## config.mk

```make
export PLATFORM = sky130hd
export DESIGN_NAME = mtr_burst_gen
export DESIGN_NICKNAME = d
export VERILOG_FILES = /design/src/rtl/mtr_pkg.sv /design/src/rtl/mtr_phase_acc.sv /design/src/rtl/mtr_sine_lut.sv /design/src/rtl/mtr_env_ramp.sv /design/src/rtl/mtr_mix_sat.sv /design/src/rtl/mtr_burst_gen.sv
export SDC_FILE = /design/constraint.sdc
export NUM_CORES = 1
export LEC_CHECK = 0
export ABC_AREA = 1
export ABC_CLOCK_PERIOD_IN_PS = 20700
export BUFFER_PORTS_ARGS = -buffer_cell sky130_fd_sc_hd__buf_2
export CAP_MARGIN = 40
export CORE_MARGIN = 10
export CORE_UTILIZATION = 55
export CTS_BUF_LIST = sky130_fd_sc_hd__clkbuf_2
export DETAILED_ROUTE_END_ITERATION = 8
export PLACE_DENSITY = 0.79
export SLEW_MARGIN = 20
export SYNTH_ARGS = -nofsm -noshare
export SYNTH_HDL_FRONTEND = slang
export SYNTH_SLANG_ARGS = --single-unit
```

## constraint.sdc

```tcl
create_clock -name clk -period 20.7 [get_ports clk]
set_input_delay 4.14 -clock clk [delete_from_list [all_inputs] [get_ports clk]]
set_output_delay 4.14 -clock clk [all_outputs]
set_load 0.01 [all_outputs]
```

## src/rtl/mtr_pkg.sv

```systemverilog
package mtr_pkg;

   typedef enum logic {
      TONE_LOW  = 1'b0,
      TONE_HIGH = 1'b1
   } tone_e;

   // Phase increment per sample, rounded to nearest.
   function automatic int phase_inc(input int f_hz, input int fs_hz, input int pw);
      longint num;
      num = (longint'(f_hz) << pw) + longint'(fs_hz / 2);
      return int'(num / longint'(fs_hz));
   endfunction

   // One entry of the quarter-wave magnitude table.
   function automatic int quarter_sine(input int idx, input int qbits, input int amp);
      real ang;
      real val;
      ang = 3.14159265358979323846 * real'(idx) / (2.0 * real'(1 << qbits));
      val = $sin(ang) * real'(amp);
      return int'($floor(val + 0.5));
   endfunction

   // Ramp step that reaches full scale within n samples.
   function automatic int ramp_step(input int full, input int n);
      return (full + n - 1) / n;
   endfunction

endpackage

```

## src/rtl/mtr_phase_acc.sv

```systemverilog
module mtr_phase_acc #(
   parameter int PH_W   = 16,
   parameter int INC_LO = 16384,
   parameter int INC_HI = 21845
) (
   input  logic            clk,
   input  logic            rst_n,
   input  logic            adv,
   input  logic            sel,
   output logic [PH_W-1:0] phase
);
   localparam logic [PH_W-1:0] STEP_LO = PH_W'(INC_LO);
   localparam logic [PH_W-1:0] STEP_HI = PH_W'(INC_HI);

   mtr_pkg::tone_e  tone;
   logic [PH_W-1:0] inc;

   always_comb begin
      tone = mtr_pkg::tone_e'(sel);
      case (tone)
         mtr_pkg::TONE_HIGH: inc = STEP_HI;
         default:            inc = STEP_LO;
      endcase
   end

   always_ff @(posedge clk) begin
      if (!rst_n)   phase <= '0;
      else if (adv) phase <= phase + inc;
   end
endmodule

```

## src/rtl/mtr_sine_lut.sv

```systemverilog
module mtr_sine_lut #(
   parameter int LUT_AW = 6,
   parameter int SMP_W  = 16
) (
   input  logic [LUT_AW+1:0]       ph_top,
   output logic signed [SMP_W-1:0] sine
);
   localparam int NQ  = 1 << LUT_AW;
   localparam int AMP = (1 << (SMP_W - 1)) - 1;

   logic [SMP_W-2:0] tbl [0:NQ];

   for (genvar gi = 0; gi <= NQ; gi++) begin : g_tbl
      localparam int VAL = mtr_pkg::quarter_sine(gi, LUT_AW, AMP);
      assign tbl[gi] = (SMP_W-1)'(VAL);
   end

   logic [1:0]          quad;
   logic [LUT_AW-1:0]   addr;
   logic [LUT_AW:0]     idx;
   logic signed [SMP_W-1:0] mag;

   always_comb begin
      quad = ph_top[LUT_AW+1 -: 2];
      addr = ph_top[LUT_AW-1:0];
      if (quad[0]) idx = (LUT_AW+1)'(NQ) - {1'b0, addr};
      else         idx = {1'b0, addr};
      mag  = $signed({1'b0, tbl[idx]});
      sine = quad[1] ? -mag : mag;
   end
endmodule

```

## src/rtl/mtr_env_ramp.sv

```systemverilog
module mtr_env_ramp #(
   parameter int ENV_W     = 16,
   parameter int STEP_SLOW = 68,
   parameter int STEP_FAST = 340
) (
   input  logic             clk,
   input  logic             rst_n,
   input  logic             adv,
   input  logic             fast,
   input  logic [ENV_W-1:0] target,
   output logic [ENV_W-1:0] env
);
   localparam logic [ENV_W-1:0] S_SLOW = ENV_W'(STEP_SLOW);
   localparam logic [ENV_W-1:0] S_FAST = ENV_W'(STEP_FAST);

   logic [ENV_W-1:0] step;
   logic [ENV_W-1:0] gap;
   logic [ENV_W-1:0] nxt;

   always_comb begin
      step = fast ? S_FAST : S_SLOW;
      if (env < target) begin
         gap = target - env;
         nxt = (gap > step) ? env + step : target;
      end else begin
         gap = env - target;
         nxt = (gap > step) ? env - step : target;
      end
   end

   always_ff @(posedge clk) begin
      if (!rst_n)   env <= '0;
      else if (adv) env <= nxt;
   end
endmodule

```

## src/rtl/mtr_mix_sat.sv

```systemverilog
module mtr_mix_sat #(
   parameter int SMP_W = 16,
   parameter int ENV_W = 16
) (
   input  logic                    clk,
   input  logic                    rst_n,
   input  logic                    adv,
   input  logic signed [SMP_W-1:0] sine,
   input  logic [ENV_W-1:0]        env,
   input  logic signed [SMP_W-1:0] audio_in,
   output logic signed [SMP_W-1:0] tone_out,
   output logic signed [SMP_W-1:0] audio_out
);
   localparam int PW = SMP_W + ENV_W;
   localparam logic [SMP_W-1:0] POS_LIM = {1'b0, {(SMP_W-1){1'b1}}};
   localparam logic [SMP_W-1:0] NEG_LIM = {1'b1, {(SMP_W-1){1'b0}}};

   logic signed [PW-1:0]    prod;
   logic                    frac_nz;
   logic signed [SMP_W-1:0] scaled;
   logic [SMP_W:0]          sum;
   logic [SMP_W-1:0]        clamped;

   always_comb begin
      prod    = PW'(sine) * PW'($signed({1'b0, env}));
      frac_nz = |prod[ENV_W-1:0];
      // floor plus one for negative inexact results: truncation toward zero
      scaled  = $signed(prod[PW-1:ENV_W] + SMP_W'(prod[PW-1] & frac_nz));
      sum     = {audio_in[SMP_W-1], audio_in} + {scaled[SMP_W-1], scaled};
      if (sum[SMP_W] != sum[SMP_W-1]) clamped = sum[SMP_W] ? NEG_LIM : POS_LIM;
      else                            clamped = sum[SMP_W-1:0];
   end

   always_ff @(posedge clk) begin
      if (!rst_n) begin
         tone_out  <= '0;
         audio_out <= '0;
      end else if (adv) begin
         tone_out  <= scaled;
         audio_out <= $signed(clamped);
      end
   end
endmodule

```

## src/rtl/mtr_burst_gen.sv

```systemverilog
module mtr_burst_gen #(
   parameter int FS_HZ     = 48000,
   parameter int F_LOW_HZ  = 12000,
   parameter int F_HIGH_HZ = 16000,
   parameter int PH_W      = 16,
   parameter int LUT_AW    = 6,
   parameter int SMP_W     = 16,
   parameter int LVL_W     = 8,
   parameter int ENV_FRAC  = 8,
   parameter int RAMP_MS   = 20,
   parameter int FAST_MS   = 4
) (
   input  logic                    clk,
   input  logic                    rst_n,
   input  logic                    smp_valid,
   input  logic                    tone_sel,
   input  logic [LVL_W-1:0]        level_code,
   input  logic                    meter_on,
   input  logic                    fast_ramp,
   input  logic signed [SMP_W-1:0] audio_in,
   output logic signed [SMP_W-1:0] tone_out,
   output logic signed [SMP_W-1:0] audio_out
);
   localparam int ENV_W     = LVL_W + ENV_FRAC;
   localparam int ENV_MAX   = ((1 << LVL_W) - 1) << ENV_FRAC;
   localparam int N_SLOW    = (FS_HZ / 1000) * RAMP_MS;
   localparam int N_FAST    = (FS_HZ / 1000) * FAST_MS;
   localparam int STEP_SLOW = mtr_pkg::ramp_step(ENV_MAX, N_SLOW);
   localparam int STEP_FAST = mtr_pkg::ramp_step(ENV_MAX, N_FAST);
   localparam int INC_LO    = mtr_pkg::phase_inc(F_LOW_HZ, FS_HZ, PH_W);
   localparam int INC_HI    = mtr_pkg::phase_inc(F_HIGH_HZ, FS_HZ, PH_W);

   if (PH_W < LUT_AW + 2) begin : g_bad_ph
      $error("phase width too small for the lookup address");
   end
   if (2 * F_HIGH_HZ >= FS_HZ) begin : g_bad_fs
      $error("tone frequency above half the sample rate");
   end
   if (N_FAST < 1 || N_SLOW < N_FAST) begin : g_bad_ramp
      $error("ramp lengths out of order");
   end
   if (ENV_W > 30 || SMP_W + ENV_W > 62) begin : g_bad_w
      $error("envelope or product width too large");
   end

   logic [PH_W-1:0]         phase_q;
   logic signed [SMP_W-1:0] sine_w;
   logic [ENV_W-1:0]        target_w;
   logic [ENV_W-1:0]        env_q;

   assign target_w = meter_on ? {level_code, {ENV_FRAC{1'b0}}} : '0;

   mtr_phase_acc #(
      .PH_W   (PH_W),
      .INC_LO (INC_LO),
      .INC_HI (INC_HI)
   ) u_phase (
      .clk   (clk),
      .rst_n (rst_n),
      .adv   (smp_valid),
      .sel   (tone_sel),
      .phase (phase_q)
   );

   mtr_sine_lut #(
      .LUT_AW (LUT_AW),
      .SMP_W  (SMP_W)
   ) u_lut (
      .ph_top (phase_q[PH_W-1 -: LUT_AW+2]),
      .sine   (sine_w)
   );

   mtr_env_ramp #(
      .ENV_W     (ENV_W),
      .STEP_SLOW (STEP_SLOW),
      .STEP_FAST (STEP_FAST)
   ) u_env (
      .clk    (clk),
      .rst_n  (rst_n),
      .adv    (smp_valid),
      .fast   (fast_ramp),
      .target (target_w),
      .env    (env_q)
   );

   mtr_mix_sat #(
      .SMP_W (SMP_W),
      .ENV_W (ENV_W)
   ) u_mix (
      .clk       (clk),
      .rst_n     (rst_n),
      .adv       (smp_valid),
      .sine      (sine_w),
      .env       (env_q),
      .audio_in  (audio_in),
      .tone_out  (tone_out),
      .audio_out (audio_out)
   );
endmodule

```

==> results of run 1 <==
[flip-flops by register name, summed over array words and instances, names as in the netlist]
register	cells
u_mix.audio_out	16
u_env.env	14
u_phase.phase	16
u_mix.tone_out	16
[metrics by stage]
stage / area, um2 / setup WS [ns] / hold slack (ns)
floorplan: 15800 / 9.62 / 0.443
global placement: 16300 / 7.69 / 0.452
detailed placement: 16300 / 7.35 / 0.462
CTS: 16400 / 7.32 / 0.492
global route: 16500 / 6.21 / 0.520
finish: 16500 / 7.40 / 0.493
[cell type report]
| type | instances | area (um2) |
|---|---|---|
| Timing Repair Buffer | 73 | 428 |
| Fill cell | 2683 | 11600 |
| Clock inverter | 7 | 104 |
| Tap cell | 378 | 473 |
| Inverter | 406 | 1520 |
| Multi-Input combinational cell | 1754 | 12700 |
| Clock buffer | 9 | 45.0 |
| Sequential cell | 62 | 1240 |
[how the worst min path moves through the flow]
| stage | from | end | slack (ns) | cells past startpoint |
|---|---|---|---|---|
| final | u_mix.audio_out[1] | u_mix.audio_out[1] | 0.49 | 2 |
| after global routing | u_phase.phase[7] | u_phase.phase[7] | 0.52 | 1 |
| after CTS | u_mix.audio_out[1] | u_mix.audio_out[1] | 0.49 | 2 |
| after detailed placement | u_mix.audio_out[1] | u_mix.audio_out[1] | 0.46 | 2 |
| after global placement | u_phase.phase[7] | u_phase.phase[7] | 0.45 | 1 |
| after floorplan | u_phase.phase[3] | u_phase.phase[3] | 0.44 | 1 |
[tightest hold or removal path, delay by kind of cell, from the launching register on]
kind	cells	cell delay, ns
flip-flops	1	0.38
AND/OR/NAND/NOR	1	0.06
AO/OA/AOI/OAI	1	0.05
[layer usage]
metal	up-vias	wire, um	GRT usage
li1	7219	-	-
met1	7207	19200	0.334
met2	760	20500	0.405
met3	118	4510	0.0577
met4	0	1300	0.0690
met5	-	0	0
[logic make-up after synthesis]
group | count (synthesis) | synth area share
adder cells (fa/ha/maj) | 370 | 0.382
XOR/XNOR | 78 | 0.0433
AO/OA/AOI/OAI | 307 | 0.107
flip-flops | 62 | 0.0786
AND/OR/NAND/NOR | 980 | 0.265
buffers and inverters | 497 | 0.124
other | 2 | 0.000476
[placed cells by master, fill, tap and decap left out, types with 7 or more instances in the layout]
master    instances
a21oi_1         126
a31oi_1           7
buf_2            61
buf_4            10
clkbuf_2          9
clkinv_1          7
conb_1           19
dfxtp_1          62
fa_1            186
ha_1            184
inv_1           387
inv_2            12
nand2_1         442
nand2_2          14
nand3_1         179
nand4_1          25
nor2_1          268
nor3_1           17
o211ai_1          7
o21ai_0         118
o21bai_1          8
or2_2             7
xnor2_1          21
xor2_1           56
==> impl_metrics.tcl, run 1 <==
set metrics [dict create \
    critPathBufInv 11 \
    cts_sinks 62 \
    wire_per_inst_um 16.9 \
    path_clk_slew_ns 0.25 \
    synthArstFlopShare 0 \
    reg2reg_from "u_phase.phase[8]" \
    drt_iter0_drc 1488 \
    antenna_found_initial 0 \
    numCtsBuffers 9 \
    hold_violations 0 \
    rrSetupSlack_ns 7.40 \
    core_mm2 0.0281 \
    synth_area_per_cell_um2 6.87 \
    hpwl_um 36200 \
    portBuffers 61 \
    grt.overflow.total 0 \
    crit_required_ns 21.23 \
    drv_slew 0 \
    gp_congestion 1.02 \
    dpl.cell_count 2671 \
    setup_viol 0 \
    min_period_over_period 0.643 \
    synth_top_area_frac 0.236 \
    cp_slowest_cell "dfxtp_1" \
    fin_worst_skew_ns 0.0320 \
    cp_common_cell "nand2_1" \
    antenna-diode-count 0 \
    finalNonFillerCells 2689 \
    die_width_um 189 \
    drtAntennaViolNets 0 \
    cts_buffer_depth 2 \
    cp_slowest_stage_delay_ns 0.63 \
    cp.depth 71 \
    tns_ns 0 \
    crit_path_start "u_phase.phase[8]" \
    cts_hold_buf 0 \
    cts_max_level 3 \
    insertion_delay_ns 0.57 \
    timing.rr.end "u_mix.audio_out[1]" \
    grt_pass1_wl_um 74800 \
    cpLargestDelayFamily "simple AND/OR/NAND/NOR gates" \
    yosysUniqueCellTypes 56 \
    cts-root-buf "clkbuf_2" \
    final_util 0.587 \
    crit_type "reg2reg" \
    yosysWarnings 0 \
    synth_edf_count 0 \
    yosysMostFrequentCell "nand2_1" \
    fin_nets 2706 \
    syn_area_mm2 0.0158 \
    drv_cap 0 \
    max_freq_mhz 75.2 \
    yosys-top-cells-area "fa_1 24%, ha_1 15%, nand2_1 11%" \
    rsz0062_at_grt "false" \
    synthTopCellsByCount "442 x nand2_1, 387 x inv_1, 268 x nor2_1" \
    cts_tree "done" \
    drive_above_1_share 0.0606 \
    cts_setup_buffers 0 \
    drc 0 \
    fp.dieArea_mm2 0.0359 \
    critPathArrivalTime_ns 13.83 \
    synthFlopType "dfxtp_1" \
    area_growth_pct 4.38 \
    vias 15300 \
    cp-end-kind "register" \
    dr.pass1.iters 6 \
    worstMarginPinSlew_ns 0.860 \
    slew-limit-headroom 0.424 \
    rows 61 \
    routed_via_density 5.69 \
    outcome "completed" \
    syn_inst 2296 \
    num_io_pins 62 \
    grt_max_degree 80 \
    r2r_cells 71 \
    worstPathMaxFanout 23 \
    synth_top_cell_by_area "fa_1" \
    yosysSeqAreaShare 0.0786 \
    min_path_type "reg2reg" \
    start_util 0.562 \
    cts.repair.resized 0 \
    cp-start-kind "register" \
    grt_pass1_vias 14900 \
    die_y_um 189 \
    ys_seq_elements 62 \
    min_period_ns 13.30 \
    routed_wl_um 45500 \
    endpoint "u_mix.audio_out[1]" \
    grt.total_usage 0.253 \
]
Power of run 1 is not shown: default switching activity piles up to over one toggle a cycle in this logic, so the estimate is an artifact.
==> inputs of run 2 (changes only) <==
--- a/config.mk
+++ b/config.mk
@@ -5,8 +5,8 @@
 export SDC_FILE = /design/constraint.sdc
 export NUM_CORES = 1
 export LEC_CHECK = 0
-export ABC_AREA = 1
-export ABC_CLOCK_PERIOD_IN_PS = 20700
+export ABC_AREA = 0
+export ABC_CLOCK_PERIOD_IN_PS = 12300
 export BUFFER_PORTS_ARGS = -buffer_cell sky130_fd_sc_hd__buf_2
 export CAP_MARGIN = 40
 export CORE_MARGIN = 10
==> constraint.sdc (replaced) <==
create_clock -name clk -period 12.3 [get_ports clk]
set_input_delay 2.46 -clock clk [delete_from_list [all_inputs] [get_ports clk]]
set_output_delay 2.46 -clock clk [all_outputs]
set_load 0.01 [all_outputs]
==> impl_metrics.tcl, run 2 <==
set metrics [dict create \
    vias 14800 \
    synthTopCellsByCount "270 x inv_1, 186 x fa_1, 184 x ha_1" \
    top_regs "u_mix.audio_out x16, u_mix.tone_out x16, u_phase.phase x16" \
    cts_buffer_depth 2 \
    cts_max_level 3 \
    finalNonFillerCells 2459 \
    hold_path_depth 2 \
    cts_sinks 62 \
    core_mm2 0.0279 \
    synth_edf_count 0 \
    grt_pass1_vias 14700 \
    drtAntennaViolNets 0 \
    crit_type "reg2reg" \
    drv_slew 0 \
    die_width_um 189 \
    cp-start-kind "register" \
    setup_viol 0 \
    yosysUniqueCellTypes 99 \
    fin_nets 2474 \
    cts_hold_buf 0 \
    fp.dieArea_mm2 0.0356 \
    dr.pass1.iters 6 \
    routed_wl_um 48700 \
    antenna_found_initial 2 \
    critPathArrivalTime_ns 12.55 \
    start_util 0.560 \
    drt_iter0_drc 1526 \
    numCtsBuffers 9 \
    ys_seq_elements 62 \
    dpl.cell_count 2398 \
    yosysMostFrequentCell "inv_1" \
    path_clk_slew_ns 0.21 \
    grt.total_usage 0.259 \
    synth_top_cell_by_area "fa_1" \
    synth_area_per_cell_um2 8.11 \
    cp-end-kind "register" \
    yosys-top-cells-area "fa_1 24%, ha_1 15%, dfxtp_1 7.9%" \
    area_growth_pct 16.9 \
    max_freq_mhz 82.7 \
    insertion_delay_ns 0.55 \
    worstPathMaxFanout 15 \
    final_util 0.654 \
    num_io_pins 62 \
    drive_above_1_share 0.183 \
    cts_tree "done" \
    min_period_ns 12.09 \
    die_y_um 189 \
    synthArstFlopShare 0 \
    yosysSeqAreaShare 0.0794 \
    grt_pass1_wl_um 76200 \
    final_cell_mix "269 x inv_1, 184 x fa_1, 171 x nand2_1, 164 x ha_1, 140 x nor2_1" \
    portBuffers 61 \
    grt.overflow.total 0 \
    cp_slowest_cell "fa_1" \
    hpwl_um 36800 \
    drv_cap 0 \
    cp_common_cell "fa_1" \
    crit_required_ns 12.76 \
    cp_slowest_stage_delay_ns 0.55 \
    holdWs_ns 0.469 \
    yosysWarnings 0 \
    r2r_cells 54 \
    rsz0062_at_grt "true" \
    syn_area_mm2 0.0156 \
    routed_via_density 6.02 \
    layout_commonest_cell "inv_1" \
    drc 0 \
    hold_violations 0 \
    wire_per_inst_um 19.8 \
    syn_inst 1929 \
    slew-limit-headroom 0.438 \
    worstMarginPinSlew_ns 0.842 \
    cts-root-buf "clkbuf_2" \
    synth_top_area_frac 0.238 \
    gp_congestion 0.991 \
    min_period_over_period 0.983 \
    synthFlopType "dfxtp_1" \
    rows 61 \
    outcome "completed" \
    min_path_type "reg2reg" \
    fin_worst_skew_ns 0.0273 \
    grt_max_degree 61 \
]
## run 2: final timing paths
kind | start | endpoint | slack [ns]
max reg2reg | u_phase.phase[9] | u_mix.audio_out[2] | 0.21
min | u_mix.audio_out[11] | u_mix.audio_out[11] | 0.47
min reg2reg | u_mix.audio_out[11] | u_mix.audio_out[11] | 0.47
max | u_phase.phase[9] | u_mix.audio_out[2] | 0.21
## run 2: logic make-up after synthesis
kind of cell             count (synthesis)  synth area share
AND/OR/NAND/NOR                        585             0.183
flip-flops                              62            0.0794
multiplexers                            28            0.0190
adder cells (fa/ha/maj)                384             0.394
buffers and inverters                  376            0.0950
other                                    2          0.000480
XOR/XNOR                               110            0.0621
AO/OA/AOI/OAI                          382             0.167
## run 2: area by class of cell
cell class / count / area (um2)
Antenna cell: 2 / 5.00
Clock buffer: 9 / 45.0
Clock inverter: 7 / 51.3
Fill cell: 2252 / 9660
Inverter: 278 / 1050
Multi-Input combinational cell: 1510 / 13800
Sequential cell: 62 / 1250
Tap cell: 378 / 473
Timing Repair Buffer: 213 / 1590
## run 2: timing repair
| action | CTS | global route |
|---|---|---|
| pin swaps | 14 | 55 |
| setup endpoints to repair | 16 | 16 |
| setup buffers | 13 | 27 |
| cloned | 0 | 4 |
| gates resized for setup | 32 | 145 |
## run 2: metrics by stage
step	TNS [ns]	area (um2)	setup WS (ns)
after floorplan	0	15800	0.0512
after global placement	-0.972	16900	-0.0802
after detailed placement	-6.39	17000	-0.440
after CTS	0	17400	0.0000115
after global routing	-3.73	18300	-0.280
final	0	18300	0.209
## run 2: worst max-delay path: cells and delay by family, from the launching register on
kind / cells / cell delay [ns]
flip-flops: 1 / 0.42
multiplexers: 1 / 0.30
XOR/XNOR: 5 / 0.95
adder cells (fa/ha/maj): 12 / 4.63
buffers and inverters: 11 / 1.14
AO/OA/AOI/OAI: 15 / 2.80
AND/OR/NAND/NOR: 10 / 1.72
## run 2: routing by layer
metal,track usage,vias to the layer above,routed length (um)
li1,-,6697,-
met1,0.338,7173,19700
met2,0.428,761,22600
met3,0.0476,164,4690
met4,0.0763,0,1680
met5,0,-,0
Power of run 2 is left out for the same reason.
